### src/rtl/dchain_pkg.sv
`timescale 1ns/1ps
package dchain_pkg;

  // Source feeding the output staging bit at a rising edge.
  typedef enum logic [1:0] {
    SRC_UPSTREAM = 2'd0,
    SRC_OWN      = 2'd1,
    SRC_BLANK    = 2'd2
  } sdo_src_e;

  // First rise at which the local responder shifts its word out.
  function automatic int resp_start(input int cmd_bits);
    return cmd_bits + 1;
  endfunction

  // Extra rises a node's own word is held back: one word plus one bit per
  // upstream node (the extra bit is each node's forwarding latency).
  function automatic int node_delay(input int pos, input int word_bits);
    return (pos - 1) * (word_bits + 1);
  endfunction

  // Last rise on which the final node suppresses the command echo.
  function automatic int blank_end(input int cmd_bits, input int nodes);
    return cmd_bits + nodes - 1;
  endfunction

  // Rises in a complete frame, with a small tail margin.
  function automatic int frame_rises(input int cmd_bits, input int word_bits,
                                     input int nodes);
    return cmd_bits + nodes * (word_bits + 1) + 2;
  endfunction

endpackage

### src/rtl/dchain_edge_sync.sv
`timescale 1ns/1ps
module dchain_edge_sync #(
  parameter int SYNC_STAGES = 2
) (
  input  logic clk,
  input  logic rst_n,
  input  logic cs_n_i,
  input  logic sclk_i,
  input  logic sdi_i,
  output logic cs_act_o,
  output logic rise_o,
  output logic fall_o,
  output logic sdi_o
);

  localparam int TOP = SYNC_STAGES - 1;

  logic [SYNC_STAGES-1:0] cs_pipe;
  logic [SYNC_STAGES-1:0] sclk_pipe;
  logic [SYNC_STAGES-1:0] sdi_pipe;
  logic                   sclk_last;

  // sdi travels through the same number of stages as sclk, so the bit seen
  // at a detected edge is the one present when that edge arrived.
  always_ff @(posedge clk or negedge rst_n) begin
    if (!rst_n) begin
      cs_pipe   <= '1;
      sclk_pipe <= '0;
      sdi_pipe  <= '0;
      sclk_last <= 1'b0;
    end else begin
      cs_pipe   <= SYNC_STAGES'({cs_pipe, cs_n_i});
      sclk_pipe <= SYNC_STAGES'({sclk_pipe, sclk_i});
      sdi_pipe  <= SYNC_STAGES'({sdi_pipe, sdi_i});
      sclk_last <= sclk_pipe[TOP];
    end
  end

  assign cs_act_o = ~cs_pipe[TOP];
  assign rise_o   = cs_act_o &  sclk_pipe[TOP] & ~sclk_last;
  assign fall_o   = cs_act_o & ~sclk_pipe[TOP] &  sclk_last;
  assign sdi_o    = sdi_pipe[TOP];

endmodule

### src/rtl/dchain_frame_seq.sv
`timescale 1ns/1ps
module dchain_frame_seq
  import dchain_pkg::*;
#(
  parameter int POS       = 1,
  parameter int NODES     = 4,
  parameter int CMD_BITS  = 16,
  parameter int WORD_BITS = 16
) (
  input  logic     clk,
  input  logic     rst_n,
  input  logic     cs_act_i,
  input  logic     rise_i,
  output logic     lcs_o,
  output sdo_src_e src_o
);

  localparam int FRAME   = frame_rises(CMD_BITS, WORD_BITS, NODES);
  localparam int CNT_W   = $clog2(FRAME + 1);
  localparam int RESP_T0 = resp_start(CMD_BITS);
  localparam int OWN_T0  = RESP_T0 + node_delay(POS, WORD_BITS);
  localparam int BLK_END = blank_end(CMD_BITS, NODES);
  localparam bit IS_LAST = (POS == NODES);

  localparam logic [CNT_W-1:0] CNT_MAX = '1;
  localparam logic [CNT_W:0]   K_RESP_LO = (CNT_W+1)'(RESP_T0);
  localparam logic [CNT_W:0]   K_RESP_HI = (CNT_W+1)'(RESP_T0 + WORD_BITS);
  localparam logic [CNT_W:0]   K_OWN_LO  = (CNT_W+1)'(OWN_T0);
  localparam logic [CNT_W:0]   K_OWN_HI  = (CNT_W+1)'(OWN_T0 + WORD_BITS);
  localparam logic [CNT_W:0]   K_BLANK   = (CNT_W+1)'(BLK_END);

  logic [CNT_W-1:0] cnt;
  logic [CNT_W:0]   knext;
  logic             own_win;
  logic             blank_win;

  // Number of rising edges seen since chip select fell (saturating).
  always_ff @(posedge clk or negedge rst_n) begin
    if (!rst_n)                        cnt <= '0;
    else if (!cs_act_i)                cnt <= '0;
    else if (rise_i && cnt != CNT_MAX) cnt <= cnt + CNT_W'(1);
  end

  // Index of the rise being handled right now.
  assign knext = {1'b0, cnt} + (CNT_W+1)'(1);

  assign lcs_o   = (knext >= K_RESP_LO) && (knext < K_RESP_HI);
  assign own_win = (knext >= K_OWN_LO)  && (knext < K_OWN_HI);

  generate
    if (IS_LAST) begin : g_blank
      assign blank_win = (knext <= K_BLANK);
    end else begin : g_noblank
      assign blank_win = 1'b0;
    end
  endgenerate

  always_comb begin
    if (own_win)        src_o = SRC_OWN;
    else if (blank_win) src_o = SRC_BLANK;
    else                src_o = SRC_UPSTREAM;
  end

  AST_CNT_HOLD: assert property (@(posedge clk) disable iff (!rst_n)
    (cs_act_i && !rise_i) |=> $stable(cnt));

  AST_CNT_STEP: assert property (@(posedge clk) disable iff (!rst_n)
    (cs_act_i && rise_i && cnt != CNT_MAX) |=> (cnt == $past(cnt) + CNT_W'(1)));

endmodule

### src/rtl/dchain_responder.sv
`timescale 1ns/1ps
module dchain_responder #(
  parameter int                   WORD_BITS  = 16,
  parameter logic [WORD_BITS-1:0] CHECK_WORD = 16'h2199
) (
  input  logic clk,
  input  logic rst_n,
  input  logic cs_act_i,
  input  logic rise_i,
  input  logic lcs_i,
  output logic resp_bit_o
);

  logic [WORD_BITS-1:0] sr;

  // Reloaded whenever the frame is idle; shifts MSB first under local select.
  always_ff @(posedge clk or negedge rst_n) begin
    if (!rst_n)               sr <= CHECK_WORD;
    else if (!cs_act_i)       sr <= CHECK_WORD;
    else if (rise_i && lcs_i) sr <= WORD_BITS'({sr, 1'b0});
  end

  assign resp_bit_o = lcs_i & sr[WORD_BITS-1];

  AST_RESP_HOLD: assert property (@(posedge clk) disable iff (!rst_n)
    (cs_act_i && !(rise_i && lcs_i)) |=> $stable(sr));

endmodule

### src/rtl/dchain_delay.sv
`timescale 1ns/1ps
module dchain_delay #(
  parameter int DEPTH = 17
) (
  input  logic clk,
  input  logic rst_n,
  input  logic cs_act_i,
  input  logic rise_i,
  input  logic bit_i,
  output logic bit_o
);

  logic [DEPTH-1:0] dl;

  // One stage per SCLK rise. The tail is read before the shift, so a bit
  // written at rise k is read at rise k+DEPTH.
  always_ff @(posedge clk or negedge rst_n) begin
    if (!rst_n)         dl <= '0;
    else if (!cs_act_i) dl <= '0;
    else if (rise_i)    dl <= DEPTH'({dl, bit_i});
  end

  assign bit_o = dl[DEPTH-1];

  AST_DL_HOLD: assert property (@(posedge clk) disable iff (!rst_n)
    (cs_act_i && !rise_i) |=> $stable(dl));

endmodule

### src/rtl/dchain_out_stage.sv
`timescale 1ns/1ps
module dchain_out_stage
  import dchain_pkg::*;
(
  input  logic     clk,
  input  logic     rst_n,
  input  logic     cs_act_i,
  input  logic     rise_i,
  input  logic     fall_i,
  input  sdo_src_e src_i,
  input  logic     own_bit_i,
  input  logic     sdi_i,
  output logic     sdo_o
);

  logic stage;
  logic sdo_q;

  // Choose the bit on the rise, present it on the following fall.
  always_ff @(posedge clk or negedge rst_n) begin
    if (!rst_n) begin
      stage <= 1'b0;
      sdo_q <= 1'b0;
    end else if (!cs_act_i) begin
      stage <= 1'b0;
      sdo_q <= 1'b0;
    end else begin
      if (rise_i) begin
        unique case (src_i)
          SRC_OWN:   stage <= own_bit_i;
          SRC_BLANK: stage <= 1'b0;
          default:   stage <= sdi_i;
        endcase
      end
      if (fall_i) sdo_q <= stage;
    end
  end

  assign sdo_o = sdo_q;

  AST_SDO_HOLD: assert property (@(posedge clk) disable iff (!rst_n)
    (cs_act_i && !fall_i) |=> $stable(sdo_o));

  AST_STAGE_HOLD: assert property (@(posedge clk) disable iff (!rst_n)
    (cs_act_i && !rise_i) |=> $stable(stage));

endmodule

### src/rtl/daisy_chain_node.sv
`timescale 1ns/1ps
module daisy_chain_node
  import dchain_pkg::*;
#(
  parameter int                   POS         = 1,
  parameter int                   NODES       = 4,
  parameter int                   CMD_BITS    = 16,
  parameter int                   WORD_BITS   = 16,
  parameter int                   SYNC_STAGES = 2,
  parameter logic [WORD_BITS-1:0] CHECK_WORD  = 16'h2199
) (
  input  logic clk,
  input  logic rst_n,
  input  logic cs_n_i,
  input  logic sclk_i,
  input  logic sdi_i,
  output logic sdo_o
);

  localparam int DLY = node_delay(POS, WORD_BITS);

  logic     cs_act;
  logic     rise;
  logic     fall;
  logic     sdi_s;
  logic     lcs;
  sdo_src_e src;
  logic     resp_bit;
  logic     own_bit;

  dchain_edge_sync #(.SYNC_STAGES(SYNC_STAGES)) u_sync (
    .clk      (clk),
    .rst_n    (rst_n),
    .cs_n_i   (cs_n_i),
    .sclk_i   (sclk_i),
    .sdi_i    (sdi_i),
    .cs_act_o (cs_act),
    .rise_o   (rise),
    .fall_o   (fall),
    .sdi_o    (sdi_s)
  );

  dchain_frame_seq #(
    .POS       (POS),
    .NODES     (NODES),
    .CMD_BITS  (CMD_BITS),
    .WORD_BITS (WORD_BITS)
  ) u_seq (
    .clk      (clk),
    .rst_n    (rst_n),
    .cs_act_i (cs_act),
    .rise_i   (rise),
    .lcs_o    (lcs),
    .src_o    (src)
  );

  dchain_responder #(
    .WORD_BITS  (WORD_BITS),
    .CHECK_WORD (CHECK_WORD)
  ) u_resp (
    .clk        (clk),
    .rst_n      (rst_n),
    .cs_act_i   (cs_act),
    .rise_i     (rise),
    .lcs_i      (lcs),
    .resp_bit_o (resp_bit)
  );

  generate
    if (DLY == 0) begin : g_first
      assign own_bit = resp_bit;
    end else begin : g_delayed
      dchain_delay #(.DEPTH(DLY)) u_dly (
        .clk      (clk),
        .rst_n    (rst_n),
        .cs_act_i (cs_act),
        .rise_i   (rise),
        .bit_i    (resp_bit),
        .bit_o    (own_bit)
      );
    end
  endgenerate

  dchain_out_stage u_out (
    .clk       (clk),
    .rst_n     (rst_n),
    .cs_act_i  (cs_act),
    .rise_i    (rise),
    .fall_i    (fall),
    .src_i     (src),
    .own_bit_i (own_bit),
    .sdi_i     (sdi_s),
    .sdo_o     (sdo_o)
  );

endmodule

### config.mk
export PLATFORM = sky130hd
export DESIGN_NAME = daisy_chain_node
export DESIGN_NICKNAME = d
export VERILOG_FILES = /design/src/rtl/dchain_pkg.sv /design/src/rtl/dchain_edge_sync.sv /design/src/rtl/dchain_frame_seq.sv /design/src/rtl/dchain_responder.sv /design/src/rtl/dchain_delay.sv /design/src/rtl/dchain_out_stage.sv /design/src/rtl/daisy_chain_node.sv
export SDC_FILE = /design/constraint.sdc
export NUM_CORES = 1
export LEC_CHECK = 0
export BUFFER_PORTS_ARGS = -buffer_cell sky130_fd_sc_hd__buf_2
export CORE_UTILIZATION = 32
export DETAILED_ROUTE_END_ITERATION = 8
export PLACE_DENSITY = 0.53
export SETUP_SLACK_MARGIN = 0.2
export SYNTH_ARGS = -nofsm -noshare
export SYNTH_HDL_FRONTEND = slang
export SYNTH_SLANG_ARGS = --single-unit
### constraint.sdc
create_clock -name clk -period 3.75 [get_ports clk]
set_input_delay 0.1875 -clock clk [delete_from_list [all_inputs] [get_ports clk]]
set_output_delay 0.1875 -clock clk [all_outputs]
set_load 0.01 [all_outputs]
* Word level (Yosys, flattened, before mapping)
Cells that the tools add are included.
** Storage, ports and cells
- Register bits after elaboration :: 32
- Input port bits :: 5
- Output and inout bits :: 1
- Word-level logic and storage cells :: 40
** Operators by class
- Add/subtract/negate cells :: 2
- Order comparisons :: 2
- Equality and inequality tests :: 3
- Muxes and demuxes :: 10
- Bitwise operators :: 8
- Reduce and logical (&&, ||, !) cells :: 7
** Operators with widths (number)
- $mux W16 :: 2
- $mux W7 :: 2
- $add A7 B1 Y8 const B :: 1
- $ge A8 B5 Y1 const B :: 1
- $lt A8 B6 Y1 const B :: 1
- $reduce_bool A2 Y1 :: 4
- $add A7 B1 Y7 const B :: 1
- $ne A7 B7 Y1 const B :: 1
- $and A1 B1 Y1 :: 5
- $mux W1 :: 5
- $logic_and A1 B1 Y1 :: 3
- $not A1 Y1 :: 3
- $eq A1 B2 Y1 const B :: 1
- $pmux W1 S2 :: 1
- $eq A1 B1 Y1 const B :: 1

* Logic depth before layout (Yosys ltp)
- Word-level depth :: 8
- Depth in mapped cells :: 8
- Depth with buffers taken out :: 7

* Cells and area by module
A second synthesis with hierarchy kept.
** Second synthesis, totals
- Cell total of the unflattened synthesis :: 148
- Area, all modules :: 1589.0 µm²
** Modules (own cells, without submodules)
- dchain_responder :: instances 1, cells an instance 65, area an instance 753.2 µm², seq. area each 407.9 µm²
- dchain_frame_seq :: instances 1, cells an instance 63, area an instance 534.3 µm², seq. area each 175.2 µm²
- dchain_edge_sync :: instances 1, cells an instance 10, area an instance 196.4 µm², seq. area each 177.7 µm²
- dchain_out_stage :: instances 1, cells an instance 10, area an instance 105.1 µm², seq. area each 50.0 µm²

* Worst setup path before layout
Ideal clock, no wire load.
- Path kind :: reg2reg
- Start :: reg u_seq.cnt[0]
- End :: reg u_resp.sr[4]
- Library setup time :: 75 ps
- Arrival :: 2098 ps
- Data required time :: 3675 ps
- Slack :: 1578 ps
- Cell stages (with the launch flop) :: 9
- Buffers on the path :: 2
- Period minus slack after synthesis :: 2172 ps
- Path through :: dfrtp_1 -> ha_1 -> and2_1 -> buf_2 -> o22ai_1 -> and4bb_2 -> nor3_4 -> buf_8 -> mux2i_1
** On the way
- Word-level cells in the longest chain between the ends :: 5
- Elaborated cells on any way between the ends :: 6
- Those cells by class :: add/sub: 1; order compare: 2; reduce/logical: 3
** RTL lines
- from (decl) :: line dchain_frame_seq.sv:32 : logic [CNT_W-1:0] cnt;
- from (signal assigned) :: line dchain_frame_seq.sv:41 : else if (rise_i && cnt != CNT_MAX) cnt <= cnt + CNT_W'(1);
- $add A7 B1 Y8 (*) :: line dchain_frame_seq.sv:45 : assign knext = {1'b0, cnt} + (CNT_W+1)'(1);
- $ge A8 B5 Y1 / $lt A8 B6 Y1 (equally long branches) :: line dchain_frame_seq.sv:47 : assign lcs_o = (knext >= K_RESP_LO) && (knext < K_RESP_HI);
- $logic_and A1 B1 Y1 (*) :: line dchain_frame_seq.sv:47
- $logic_and A1 B1 Y1 (*) :: line dchain_responder.sv:20 : else if (rise_i && lcs_i) sr <= WORD_BITS'({sr, 1'b0});
- $reduce_bool A2 Y1 (no source line) (*)
- to (signal assigned) :: line dchain_responder.sv:20
- to (decl) :: line dchain_responder.sv:14 : logic [WORD_BITS-1:0] sr;
Every way passes the cells marked *; elsewhere a longest branch is shown, timed or not.
A chain may end at the register's enable or synchronous reset.

* Worst setup path after layout
Same ends and word-level chain as after synthesis.

==> results.md <==
- Largest net degree at the start of global routing: 34
- Port bufs: 5
- Fin crit share: 68.63%
- Final setup viols: 0
- Tmin final: 2.573 ns
- Core area: 0.004444 mm2
- Worst Path Buf+Inv: 0
- GRT overflow: 0
- F_max: 0.3886 GHz
- Die width: 70.73 um
- Commonest non-fill, non-tap cells in the layout: dfrtp_1, nor2_1, nand2b_1
- Post-synth net total: 144
- Ratio of cells with drive above 1 in the final layout: 19.05%
- Area grow syn2layout: 14.16%
- DRT iter0 DRCs: 68
- Slew of the pin with the lowest slew margin: 0.9356 ns
- Final GP Congestion: 0.8319
- Worst r2r src: u_seq.cnt[0]
- Worst Path Class, Setup: reg -> reg
- Mapped Area: 0.001511 mm2
- Post-CTS setup buffers: 0
- Clk_lat worst skew: 0.28 ns
- Crit-path max FO: 16
- Via count: 994
- Crit. Startpoint: u_seq.cnt[0]
- Status: complete, no violations
- Wire per inst: 12.41 um
- Layer with the highest usage: met2
- Max incr delay on CP: 0.78 ns
- Antenna viol nets, final: 0
- Cts bufs inserted: 5
- Worst Skew: 0.003213 ns
- Setup crit start kind: flip-flop
- DPL Wire Length: 1570 um
- Largest cells by area after synthesis: dfrtp_1, dfstp_2, mux2i_1
- Total Power: 746.0 uW
- Drt first pass iters: 4
- Leakage: 0.0007073 uW
- IO Count: 6
- PwrDens: 432.4 mW/mm2
- Crit end category: flip-flop
- Top-area cell type share of the netlist area: 39.74%
- Die area: 0.005002 mm2
- Fin. max-slew vios: 0
- Seq/Total Area, Yosys: 53.64%
- R2R depth: 6
- Final net count: 153
- WP depth: 6
- Fin. Hold Viols: 0
- First-pass GRT wire length: 4271 um
- Register bit count reported by yosys: 32
- Initial antenna violation count: 0
- Netlist cell types: 36
- Clk pin slew, worst setup/hold paths: 0.07 ns
- CTS resizes: 0
- CTS Root Cell: clkbuf_8
- Crit path capture: u_resp.sr[4]
- Unrepaired setup endpoints after global routing: no
- Initial Util: 34.01%
- Cells after Synth: 137
- Max VDD drop: 0.2580 mV
- Num Clock Sinks: 32
- Maxcap violations: 0
- Commonest non-fill, non-tap cell in the layout: dfrtp_1
- Total negative slack: 0 ns
- Syn Area/Cell: 11.03 um2
- Pre-CTS setup slack: 1.185 ns
- Crit path max-delay family: simple AND/OR/NAND/NOR gates
- Worst EP arrival: 2.78 ns
- Worst Hold Class: reg -> reg
- DRC Markers: 0
- N_diodes: 0
- Vias in the first global route: 997
- H-tree levels: 2
- Die Ht: 70.73 um
- Met3 usage: 3.419%
- Clock tree buffer depth: 2
- Global Route Usage Sum: 11.05%
- Reg2Reg Setup Slack: 1.18 ns
- Critical-path cell list: ha_1, and2_1, o22ai_1, and4bb_2, nor3_4, mux2i_1
- Final WL: 2470 um
- Met2 Use GR: 18.16%
- CP max-delay cell: nor3_4
- Core Util, Final: 38.82%
- Std cell rows: 24
- CTS tree: yes
- Vias per cell: 4.995
- Relative slew slack: 37.43%
- Worst Path Required: 3.95 ns
- Largest area contributor in the synthesized netlist: dfrtp_1
- Cell depth of the worst hold path: 0
- Met1 usage: 12.91%
- Final WS setup: 1.177 ns
- Yosys warns: 0
- Worst r2r dst: u_resp.sr[4]
stage by stage:
step                instance area (um2)  hold WS (ns)  cells
global route                       1725        0.3615    199
floorplan                          1511       -0.1081    137
CTS                                1715      0.008314    198
finish                             1725        0.3507    199
global placement                   1559        0.2666    187
detailed placement                 1559        0.2838    187
layer usage:
layer | vias to the layer above | wire, um
met5 | - | 0
met4 | 0 | 45
met3 | 5 | 98
met2 | 17 | 1189
met1 | 496 | 1136
li1 | 476 | -
worst reg2reg max path: stages, from the launching register on:
cell and delay [ns]:
dfrtp_1 0.47, ha_1 0.27, and2_1 0.22, o22ai_1 0.18
and4bb_2 0.28, nor3_4 0.78, mux2i_1 0.29
timing repair:
| item | CTS | global route |
|---|---|---|
| endpoints found under the hold margin | 26 | 1 |
| setup endpoints to repair | 0 | 0 |
| hold buffers | 3 | 1 |
cells by family after synthesis:
group                    Yosys count  share of synthesized area, %
multiplexers                      18                         12.09
buffers and inverters             11                         3.807
adder cells (fa/ha/maj)            2                         1.655
AO/OA/AOI/OAI                     13                         5.546
XOR/XNOR                           4                         2.318
AND/OR/NAND/NOR                   57                         20.94
flip-flops                        32                         53.64
power breakdown:
| group | internal (uW) | switching (uW) |
|---|---|---|
| clock | 234 | 122 |
| combinational | 13.1 | 14.7 |
| sequential | 352 | 9.19 |
cells in the mapped netlist, drive strengths merged:
| library cell | n |
|---|---|
| a211oi | 2 |
| a21oi | 4 |
| a31o | 1 |
| a31oi | 2 |
| and2 | 2 |
| and2b | 1 |
| and3 | 1 |
| and4bb | 1 |
| buf | 3 |
| clkbuf | 4 |
| dfrtp | 24 |
| dfstp | 8 |
| ha | 2 |
| inv | 4 |
| mux2 | 2 |
| mux2i | 16 |
| nand2 | 6 |
| nand2b | 17 |
| nand3 | 3 |
| nand4 | 1 |
| nor2 | 19 |
| nor2b | 1 |
| nor3 | 2 |
| nor3b | 1 |
| o2111ai | 1 |
| o21ai | 1 |
| o21bai | 1 |
| o22ai | 1 |
| or3 | 1 |
| or3b | 1 |
| xnor2 | 2 |
| xor2 | 2 |
worst min-delay path by stage:
stage                             startpoint             endpoint
after floorplan                        rst_n          u_out.sdo_o
after global placement                 rst_n     u_sync.sclk_last
after detailed placement               rst_n          u_out.sdo_o
after CTS                             sclk_i  u_sync.sclk_pipe[0]
after global routing       u_sync.cs_pipe[0]    u_sync.cs_pipe[1]
final                     u_sync.sdi_pipe[0]   u_sync.sdi_pipe[1]
sequential cells by signal, indices dropped and copies added, names as in the netlist:
register	count
u_seq.cnt	7
u_resp.sr	16
u_sync.cs_pipe	2
u_sync.sclk_last	1
u_out.sdo_o	1
u_out.stage	1
u_sync.sclk_pipe	2
u_sync.sdi_pipe	2
cell type report:
cell class / instances / area [um2]
Clock buffer: 7 / 96.34
Multi-Input combinational cell: 94 / 643.1
Fill cell: 436 / 2719
Sequential cell: 32 / 810.8
Tap cell: 52 / 65.06
Clock inverter: 1 / 30.03
Inverter: 4 / 15.01
Timing Repair Buffer: 9 / 65.06
Note: power is estimated with default switching activity, not from simulation.
